==> src/rtl/dec2_pkg.sv <==
package dec2_pkg;

    typedef enum logic {
        PH_FIRST  = 1'b0,
        PH_SECOND = 1'b1
    } dec_phase_e;

    typedef enum logic {
        ROUTE_FILTER = 1'b0,
        ROUTE_RAMP   = 1'b1
    } sync_route_e;

endpackage

==> src/rtl/dec2_sync_edge.sv <==
module dec2_sync_edge #(
    parameter int SYNC_STAGES = 2
) (
    input  logic clk,
    input  logic rst,
    input  logic sync_i,
    output logic edge_o
);
    localparam int TOP = SYNC_STAGES - 1;

    typedef struct packed {
        logic [SYNC_STAGES-1:0] chain;
        logic                   last;
    } edge_st_t;

    edge_st_t st_d, st_q;

    always_comb begin
        st_d       = st_q;
        st_d.chain = {st_q.chain[SYNC_STAGES-2:0], sync_i};
        st_d.last  = st_q.chain[TOP];
    end

    always_ff @(posedge clk) begin
        if (rst) st_q <= '0;
        else     st_q <= st_d;
    end

    assign edge_o = st_q.chain[TOP] & ~st_q.last;


    edge_single_chk: assert property (@(posedge clk) disable iff (rst)
        edge_o |=> !edge_o);

endmodule

==> src/rtl/dec2_phase_div.sv <==
module dec2_phase_div
    import dec2_pkg::*;
(
    input  logic        clk,
    input  logic        rst,
    input  logic        sync_edge_i,
    input  sync_route_e route_i,
    output dec_phase_e  phase_o
);
    typedef struct packed {
        dec_phase_e phase;
    } div_st_t;

    div_st_t st_d, st_q;

    always_comb begin
        st_d = st_q;
        if (sync_edge_i && route_i == ROUTE_FILTER)
            st_d.phase = PH_FIRST;
        else if (st_q.phase == PH_FIRST)
            st_d.phase = PH_SECOND;
        else
            st_d.phase = PH_FIRST;
    end

    always_ff @(posedge clk) begin
        if (rst) st_q <= '{phase: PH_FIRST};
        else     st_q <= st_d;
    end

    assign phase_o = st_q.phase;


    realign_chk: assert property (@(posedge clk) disable iff (rst)
        (sync_edge_i && route_i == ROUTE_FILTER) |=> phase_o == PH_FIRST);


    ignore_sync_chk: assert property (@(posedge clk) disable iff (rst)
        (sync_edge_i && route_i == ROUTE_RAMP) |=> phase_o != $past(phase_o));

endmodule

==> src/rtl/dec2_ramp_gen.sv <==
module dec2_ramp_gen
    import dec2_pkg::*;
#(
    parameter int DW = 12
) (
    input  logic          clk,
    input  logic          rst,
    input  logic          sync_edge_i,
    input  sync_route_e   route_i,
    input  logic          step_i,
    output logic [DW-1:0] ramp_o
);
    typedef struct packed {
        logic [DW-1:0] value;
    } ramp_st_t;

    ramp_st_t st_d, st_q;
    logic     restart;

    assign restart = sync_edge_i && (route_i == ROUTE_RAMP);

    always_comb begin
        st_d = st_q;
        if (restart)
            st_d.value = '0;
        else if (step_i)
            st_d.value = st_q.value + DW'(1);
    end

    always_ff @(posedge clk) begin
        if (rst) st_q <= '0;
        else     st_q <= st_d;
    end

    assign ramp_o = st_q.value;


    restart_chk: assert property (@(posedge clk) disable iff (rst)
        restart |=> ramp_o == '0);


    step_chk: assert property (@(posedge clk) disable iff (rst)
        (step_i && !restart) |=> ramp_o == $past(ramp_o) + DW'(1));


    hold_chk: assert property (@(posedge clk) disable iff (rst)
        (!step_i && !restart) |=> $stable(ramp_o));

endmodule

==> src/rtl/dec2_sync_top.sv <==
module dec2_sync_top
    import dec2_pkg::*;
#(
    parameter int DW          = 12,
    parameter int SYNC_STAGES = 2
) (
    input  logic          clk,
    input  logic          rst,
    input  logic          sync_i,
    input  logic          sync_route_i,
    input  logic          tp_en_i,
    input  logic [DW-1:0] din_i,
    output logic [DW-1:0] dout_o,
    output logic          dout_valid_o,
    output logic          frame_o
);
    localparam int SW = DW + 1;

    typedef struct packed {
        logic [DW-1:0] hold;
        logic [DW-1:0] dout;
        logic          valid;
        logic          frame;
    } top_st_t;

    top_st_t     st_d, st_q;
    logic        sync_edge;
    dec_phase_e  phase;
    sync_route_e route;
    logic [DW-1:0] ramp;
    logic [SW-1:0] pair_sum;
    logic          second;

    assign route  = sync_route_e'(sync_route_i);
    assign second = (phase == PH_SECOND);

    dec2_sync_edge #(.SYNC_STAGES(SYNC_STAGES)) u_edge (
        .clk    (clk),
        .rst    (rst),
        .sync_i (sync_i),
        .edge_o (sync_edge)
    );

    dec2_phase_div u_div (
        .clk         (clk),
        .rst         (rst),
        .sync_edge_i (sync_edge),
        .route_i     (route),
        .phase_o     (phase)
    );

    dec2_ramp_gen #(.DW(DW)) u_ramp (
        .clk         (clk),
        .rst         (rst),
        .sync_edge_i (sync_edge),
        .route_i     (route),
        .step_i      (second),
        .ramp_o      (ramp)
    );

    assign pair_sum = {1'b0, st_q.hold} + {1'b0, din_i};

    always_comb begin
        st_d       = st_q;
        st_d.valid = 1'b0;
        if (!second) begin
            st_d.hold = din_i;
        end else begin
            st_d.dout  = tp_en_i ? ramp : pair_sum[SW-1:1];
            st_d.valid = 1'b1;
            st_d.frame = ~st_q.frame;
        end
    end

    always_ff @(posedge clk) begin
        if (rst) st_q <= '0;
        else     st_q <= st_d;
    end

    assign dout_o       = st_q.dout;
    assign dout_valid_o = st_q.valid;
    assign frame_o      = st_q.frame;


    one_code_per_pair_chk: assert property (@(posedge clk) disable iff (rst)
        dout_valid_o |=> !dout_valid_o);


    frame_toggle_chk: assert property (@(posedge clk) disable iff (rst)
        dout_valid_o |-> frame_o != $past(frame_o));


    frame_hold_chk: assert property (@(posedge clk) disable iff (rst)
        !dout_valid_o |-> $stable(frame_o));


    pattern_sel_chk: assert property (@(posedge clk) disable iff (rst)
        (second && tp_en_i) |=> dout_o == $past(ramp));

endmodule

==> config.mk <==
export PLATFORM = sky130hd
export DESIGN_NAME = dec2_sync_top
export DESIGN_NICKNAME = d
export VERILOG_FILES = /design/src/rtl/dec2_pkg.sv /design/src/rtl/dec2_sync_edge.sv /design/src/rtl/dec2_phase_div.sv /design/src/rtl/dec2_ramp_gen.sv /design/src/rtl/dec2_sync_top.sv
export SDC_FILE = /design/constraint.sdc
export NUM_CORES = 1
export LEC_CHECK = 0
export BUFFER_PORTS_ARGS = -buffer_cell sky130_fd_sc_hd__buf_2
export CAP_MARGIN = 25
export CORE_MARGIN = 4
export CORE_UTILIZATION = 51
export DETAILED_ROUTE_END_ITERATION = 10
export PLACE_DENSITY = 0.75
export SYNTH_ARGS = -nofsm -noshare
export SYNTH_HDL_FRONTEND = slang
export SYNTH_SLANG_ARGS = --single-unit
==> constraint.sdc <==
create_clock -name clk -period 1.84 [get_ports clk]
set_input_delay 0.092 -clock clk [delete_from_list [all_inputs] [get_ports clk]]
set_output_delay 0.092 -clock clk [all_outputs]
set_load 0.01 [all_outputs]
After elaboration in Yosys (flattened, before gate mapping)
Index checks and enable logic that the tools add are counted.
Operators by class
  add/sub/neg operators: 2
  mux-type cells: 3
  bitwise gates (word level): 4
  reduce and logical (&&, ||, !) cells: 4
Operator list (number)
  $add 12x12->13: 1
  $add 12x1->12 const B: 1
  $mux 12: 1
  $reduce_or 2->1: 2
  $not 1->1: 3
  $logic_and 1x1->1: 2
  $mux 2: 1
  $and 1x1->1: 1
  $mux 1: 1
Word-level totals
  bits in registers: 42
  input bits: 17
  logic and storage cells: 21

Longest topological paths before layout
  depth after elaboration: 4
  mapped depth: 7
  depth with buffers taken out: 7

By module
From an unflattened synthesis, not the netlist that was laid out.
Second synthesis, totals
  cells, all modules: 265
  area total of the unflattened synthesis: 2367.3 um^2
By module, submodules not included
  dec2_sync_top: times used 1, cells each 195, area an instance 1685.4 um^2
  dec2_ramp_gen: times used 1, cells each 60, area an instance 558.0 um^2
  dec2_sync_edge: times used 1, cells each 7, area an instance 87.6 um^2
  dec2_phase_div: times used 1, cells each 3, area an instance 36.3 um^2

Worst setup path before layout
No wires, ideal clock.
  path kind: register -> register
  from: register st_q[14] (netlist bit)
  to: register st_q (netlist bit dout_o[11])
  library setup time: 0.117 ns
  arrival: 1.898 ns
  slack: -0.175 ns
  cell stages (with the launch flop): 8
  buffers on the path: 0
  clock period less this slack: 2.015 ns
  cells stage by stage: dfxtp_1 > and2_1 > fa_1 > a21o_2 > a221o_1 > a31oi_1 > o21ai_1 > a32o_1
Between the ends
  word-level cells in the longest chain between the ends: 2
Ends and longest elaborated chain
  start: declaration: RTL line dec2_sync_top.sv:26  | top_st_t st_d, st_q;
  start signal: assignment: RTL line dec2_sync_top.sv:77  | else st_q <= st_d;
  $add 12x12->13: RTL line dec2_sync_top.sv:61  | assign pair_sum = {1'b0, st_q.hold} + {1'b0, din_i};
  $mux 12: RTL line dec2_sync_top.sv:69  | st_d.dout = tp_en_i ? ramp : pair_sum[SW-1:1];
Every way passes these cells.
A chain may end at the register's enable or synchronous reset.

Worst setup path in the final report
Same ends and word-level chain as after synthesis.

==> results_tabular.tex <==
\begin{tabular}{lr}
\hline
Metric & Value \\
\hline
\multicolumn{2}{l}{\textbf{Drt}} \\
\quad Total DRC errors in the routed layout & 0 \\
\quad Count of nets left with antenna violations after detail routing & 0 \\
\quad Initial DRC Count & 119 \\
\quad DR vias & roughly 1800 \\
\quad Sum of routed wire length over all layers & 4773 um \\
\quad Vias per inst & 5.410 \\
\quad First-pass iteration count of the detailed router & 4 \\
\quad Routed wirelength normalized by instance count & $\sim$14 um \\
\multicolumn{2}{l}{\textbf{CTS}} \\
\quad Clock slew at the register clock pins of the worst setup and hold paths & 0.08 ns \\
\quad CTS Root Cell & sky130\_fd\_sc\_hd\_\_clkbuf\_8 \\
\quad Clock buffer count from CTS & 5 \\
\quad Buffers from clock root to sink, at most & 2 \\
\quad Sinks on Clock Net & 42 \\
\quad H-tree depth & 2 \\
\quad Later-pin clock latency in the skew report & 0.30 ns \\
\quad CTS tree & done \\
\multicolumn{2}{l}{\textbf{Yosys}} \\
\quad Synthesized flop and latch total & 42 \\
\quad Top FF cell, synth & sky130\_fd\_sc\_hd\_\_dfxtp\_1 \\
\quad Number of different library cells in the post-synthesis netlist & 49 \\
\quad Seq/Total Area, Yosys & 37.69\% \\
\quad Count of warnings emitted by yosys & 0 \\
\quad Post-synthesis instance total & approximately 250 \\
\quad Post-synth EDFFs & 0 \\
\quad Average cell area after synthesis & $\sim$9 um\^{}2 \\
\quad Syn Nets & 278 \\
\quad Synth async-reset ratio & 0\% \\
\quad Mapped cell area & $\sim$2200 um\^{}2 \\
\multicolumn{2}{l}{\textbf{Timing}} \\
\quad Final hold violation count & 0 \\
\quad Number of pins exceeding their max-slew limit in the final report & 0 \\
\quad Share of the cycle needed by the critical path after routing & 108.2\% \\
\quad Final critical path time including I/O delays and setup & approximately 2 ns \\
\quad Post-route clock skew & 0.004069 ns \\
\quad Setup TNS Final & -0.5289 ns \\
\quad Max Fclk & 502.3 MHz \\
\quad Transition at the pin with the smallest max-transition slack & 0.4001 ns \\
\quad Worst slew margin relative to its limit & between 70\% and 80\% \\
\quad Final setup violation count & 5 \\
\quad Final setup slack of the worst path & -0.1510 ns \\
\quad Setup repair after global routing missed its margin & true \\
\multicolumn{2}{l}{\textbf{Setup path}} \\
\quad Data arrival time of the critical path & 2.19 ns \\
\quad Critical path startpoint category & register \\
\quad Critical Path Sink Type & register \\
\quad FF-to-FF path depth & 7 \\
\quad Required time reported for the critical path endpoint & 2.03 ns \\
\quad Worst Setup Path Type & reg -> reg \\
\quad Crit-path max FO & 3 \\
\quad Worst setup startpoint & st\_q[14] \\
\quad Beginning of the worst register-to-register path & st\_q[14] \\
\multicolumn{2}{l}{\textbf{Hold path}} \\
\quad Worst hold-check path type & in -> reg \\
\quad Count of cells along the worst hold path & 3 \\
\quad Launch point of the worst hold path & din\_i[10] \\
\multicolumn{2}{l}{\textbf{GRT}} \\
\quad Aggregate global-route resource usage & 18.63\% \\
\quad Total grt overflow & 0 \\
\quad Wire length of the first global-routing pass & 7914 um \\
\quad Pin count of the biggest net entering global routing & 32 \\
\quad Number of global-route vias before repair & 1749 \\
\quad Initial antenna violation count & 0 \\
\multicolumn{2}{l}{\textbf{Layout}} \\
\quad Most common library cell in the layout ignoring fill and taps & sky130\_fd\_sc\_hd\_\_dfxtp\_1 \\
\quad Post-synthesis to final-layout area growth & 19.69\% \\
\quad Non-Filler Instances & 334 \\
\quad Final standard cell area without fillers & 2670 um\^{}2 \\
\quad Share of layout cells above drive strength 1 & 27.11\% \\
\quad Final Net Count & 313 \\
\quad Antenna cell count & 0 \\
\quad Commonest cells after routing, fill and taps aside & sky130\_fd\_sc\_hd\_\_dfxtp\_1 (40), sky130\_fd\_sc\_hd\_\_nor2\_1 (35), sky130\_fd\_sc\_hd\_\_buf\_2 (30), sky130\_fd\_sc\_hd\_\_buf\_4 (19), sky130\_fd\_sc\_hd\_\_mux2i\_1 (17) \\
\multicolumn{2}{l}{\textbf{Place}} \\
\quad Area post-placement & around 2500 um\^{}2 \\
\quad Post-Place Worst Slack & -0.1590 ns \\
\quad Number of placed instances with taps included & 323 \\
\quad Routability-driven placement congestion ratio & about 0.80 \\
\quad Number of buffers added on ports & 30 \\
\quad Detail Placement HPWL & 3225 um \\
\multicolumn{2}{l}{\textbf{Run status}} \\
\quad Status & complete, but fails checks \\
\quad Failing checks & setup timing \\
\multicolumn{2}{l}{\textbf{Floorplanning}} \\
\quad Die area & 5497 um\^{}2 \\
\quad Starting density of the core & 54.21\% \\
\quad Count of boundary I/O pins & 31 \\
\quad Vertical die dimension & 74.14 um \\
\quad FP Rows & 23 \\
\quad Die Wd & between 70 and 80 um \\
\quad Placeable core area & 4115 um\^{}2 \\
\multicolumn{2}{l}{\textbf{Power}} \\
\quad Sequential share of power & 45.6\% \\
\quad Power density of the placed cells & 819.0 nW/um\^{}2 \\
\quad Cell-internal power & roughly 1.6 mW \\
\quad Net Switching & 0.6050 mW \\
\quad Switching part of the total & 27.67\% \\
\quad Fraction of power consumed by the clock network & 33.6\% \\
\quad Leakage power of the design & 1.136 nW \\
\quad Peak VDD IR & between 0.0004 and 0.0005 V \\
\quad Logic pwr share & 20.8\% \\
\multicolumn{2}{l}{\textbf{Flow run}} \\
\quad Count of max-cap constraint violations & 0 \\
\hline
\end{tabular}
==> layer usage <==
| layer | global-route usage, % | routed length, um | vias up |
|---|---|---|---|
| met2 | 31.30 | 2285 | 28 |
| li1 | - | - | 937 |
| met3 | 3.378 | 144 | 9 |
| met4 | 6.640 | 98 | 0 |
| met5 | 0 | 0 | - |
| met1 | 23.92 | 2244 | 833 |
==> kinds of logic (layout without fill, tap and decap cells) <==
group,after synthesis,count (layout),share of synthesized area (%)
compound gates,47,47,14.70
xor+xnor,15,15,5.889
fa+ha+maj,13,13,7.627
buf+inv,26,62,6.562
flops,42,42,37.69
mux,17,17,7.627
simple gates,88,88,19.91
==> synth_stat cells, types with 2 or more instances <==
master / count / area (um^2)
sky130_fd_sc_hd__o21a_1: 3 / 22.52
sky130_fd_sc_hd__nor3_1: 6 / 30.03
sky130_fd_sc_hd__xor2_1: 7 / 61.31
sky130_fd_sc_hd__o311a_1: 2 / 20.02
sky130_fd_sc_hd__a21oi_1: 13 / 65.06
sky130_fd_sc_hd__mux2i_1: 17 / 170.2
sky130_fd_sc_hd__inv_1: 3 / 11.26
sky130_fd_sc_hd__a21o_1: 5 / 37.54
sky130_fd_sc_hd__nand3_1: 4 / 20.02
sky130_fd_sc_hd__buf_4: 12 / 90.09
sky130_fd_sc_hd__or3_1: 2 / 12.51
sky130_fd_sc_hd__ha_1: 12 / 150.1
sky130_fd_sc_hd__xnor2_1: 8 / 70.07
sky130_fd_sc_hd__nand2_1: 13 / 48.80
sky130_fd_sc_hd__nand4_1: 5 / 31.28
sky130_fd_sc_hd__nor2b_1: 6 / 37.54
sky130_fd_sc_hd__a31oi_1: 3 / 18.77
sky130_fd_sc_hd__a21o_2: 2 / 17.52
sky130_fd_sc_hd__nor2_1: 35 / 131.4
sky130_fd_sc_hd__dfxtp_1: 42 / 840.8
sky130_fd_sc_hd__clkbuf_1: 7 / 26.28
sky130_fd_sc_hd__and3_1: 3 / 18.77
sky130_fd_sc_hd__o21ai_0: 3 / 15.01
sky130_fd_sc_hd__nand2b_1: 4 / 25.02
sky130_fd_sc_hd__a211oi_1: 5 / 37.54
sky130_fd_sc_hd__buf_2: 3 / 15.01
==> state kept, by name, indices dropped and copies added (netlist names) <==
name	cells
u_div.phase_o	1
u_ramp.ramp_o	12
st_q	12
frame_o	1
u_edge.st_d	2
dout_valid_o	1
u_edge.st_q	1
dout_o	12
==> timing repair <==
action | in CTS | in global routing
endpoints found under the setup margin | 5 | 9
hold endpoints to repair | 2 | 0
resized for setup | 4 | 7
hold buffers | 2 | 0
setup buffers | 0 | 1
pin swaps | 2 | 2
==> power groups by stage <==
stage	combinational [mW]	clock [mW]	sequential (mW)
after floorplan	0.303	0	1.01
after global placement	0.397	0	1.01
after detailed placement	0.406	0	1.02
after CTS	0.421	0.746	0.995
after global routing	0.506	0.775	1.00
final	0.455	0.735	0.996
==> per-stage QoR <==
| stage | power (mW) | hold WS (ns) | util (%) |
|---|---|---|---|
| after floorplan | 1.311 | 0.1869 | - |
| final | 2.187 | 0.04427 | 64.88 |
| after detailed placement | 1.421 | 0.3061 | 59.56 |
| after CTS | 2.163 | 0.04356 | 63.48 |
| after global placement | 1.410 | 0.3026 | 59.56 |
| after global routing | 2.283 | 0.06814 | 64.88 |
==> final timing paths <==
path                          to  slack (ns)
setup / recovery      dout_o[11]       -0.15
hold reg to reg   u_edge.st_d[0]        0.44
setup reg to reg      dout_o[11]       -0.15
hold / removal          st_q[24]        0.04
==> worst max-delay path: stages (launching register included) <==
cell and delay (ns):
sky130_fd_sc_hd__dfxtp_2 0.32, sky130_fd_sc_hd__and2_4 0.15, sky130_fd_sc_hd__fa_2 0.34, sky130_fd_sc_hd__a21o_4 0.22, sky130_fd_sc_hd__a221o_1 0.36, sky130_fd_sc_hd__a31oi_4 0.19
sky130_fd_sc_hd__o21ai_2 0.07, sky130_fd_sc_hd__a32o_1 0.25
==> layout make-up <==
type / count / area, um^2
fill: 331 / 1445
multi-input combinational: 180 / 1330
sequential: 42 / 843.3
timing repair buffer: 51 / 312.8
clock buffer: 6 / 72.57
tap: 50 / 62.56
clock inverter: 2 / 37.54
inverter: 3 / 11.26
Note: power is estimated with default switching activity, not from simulation.
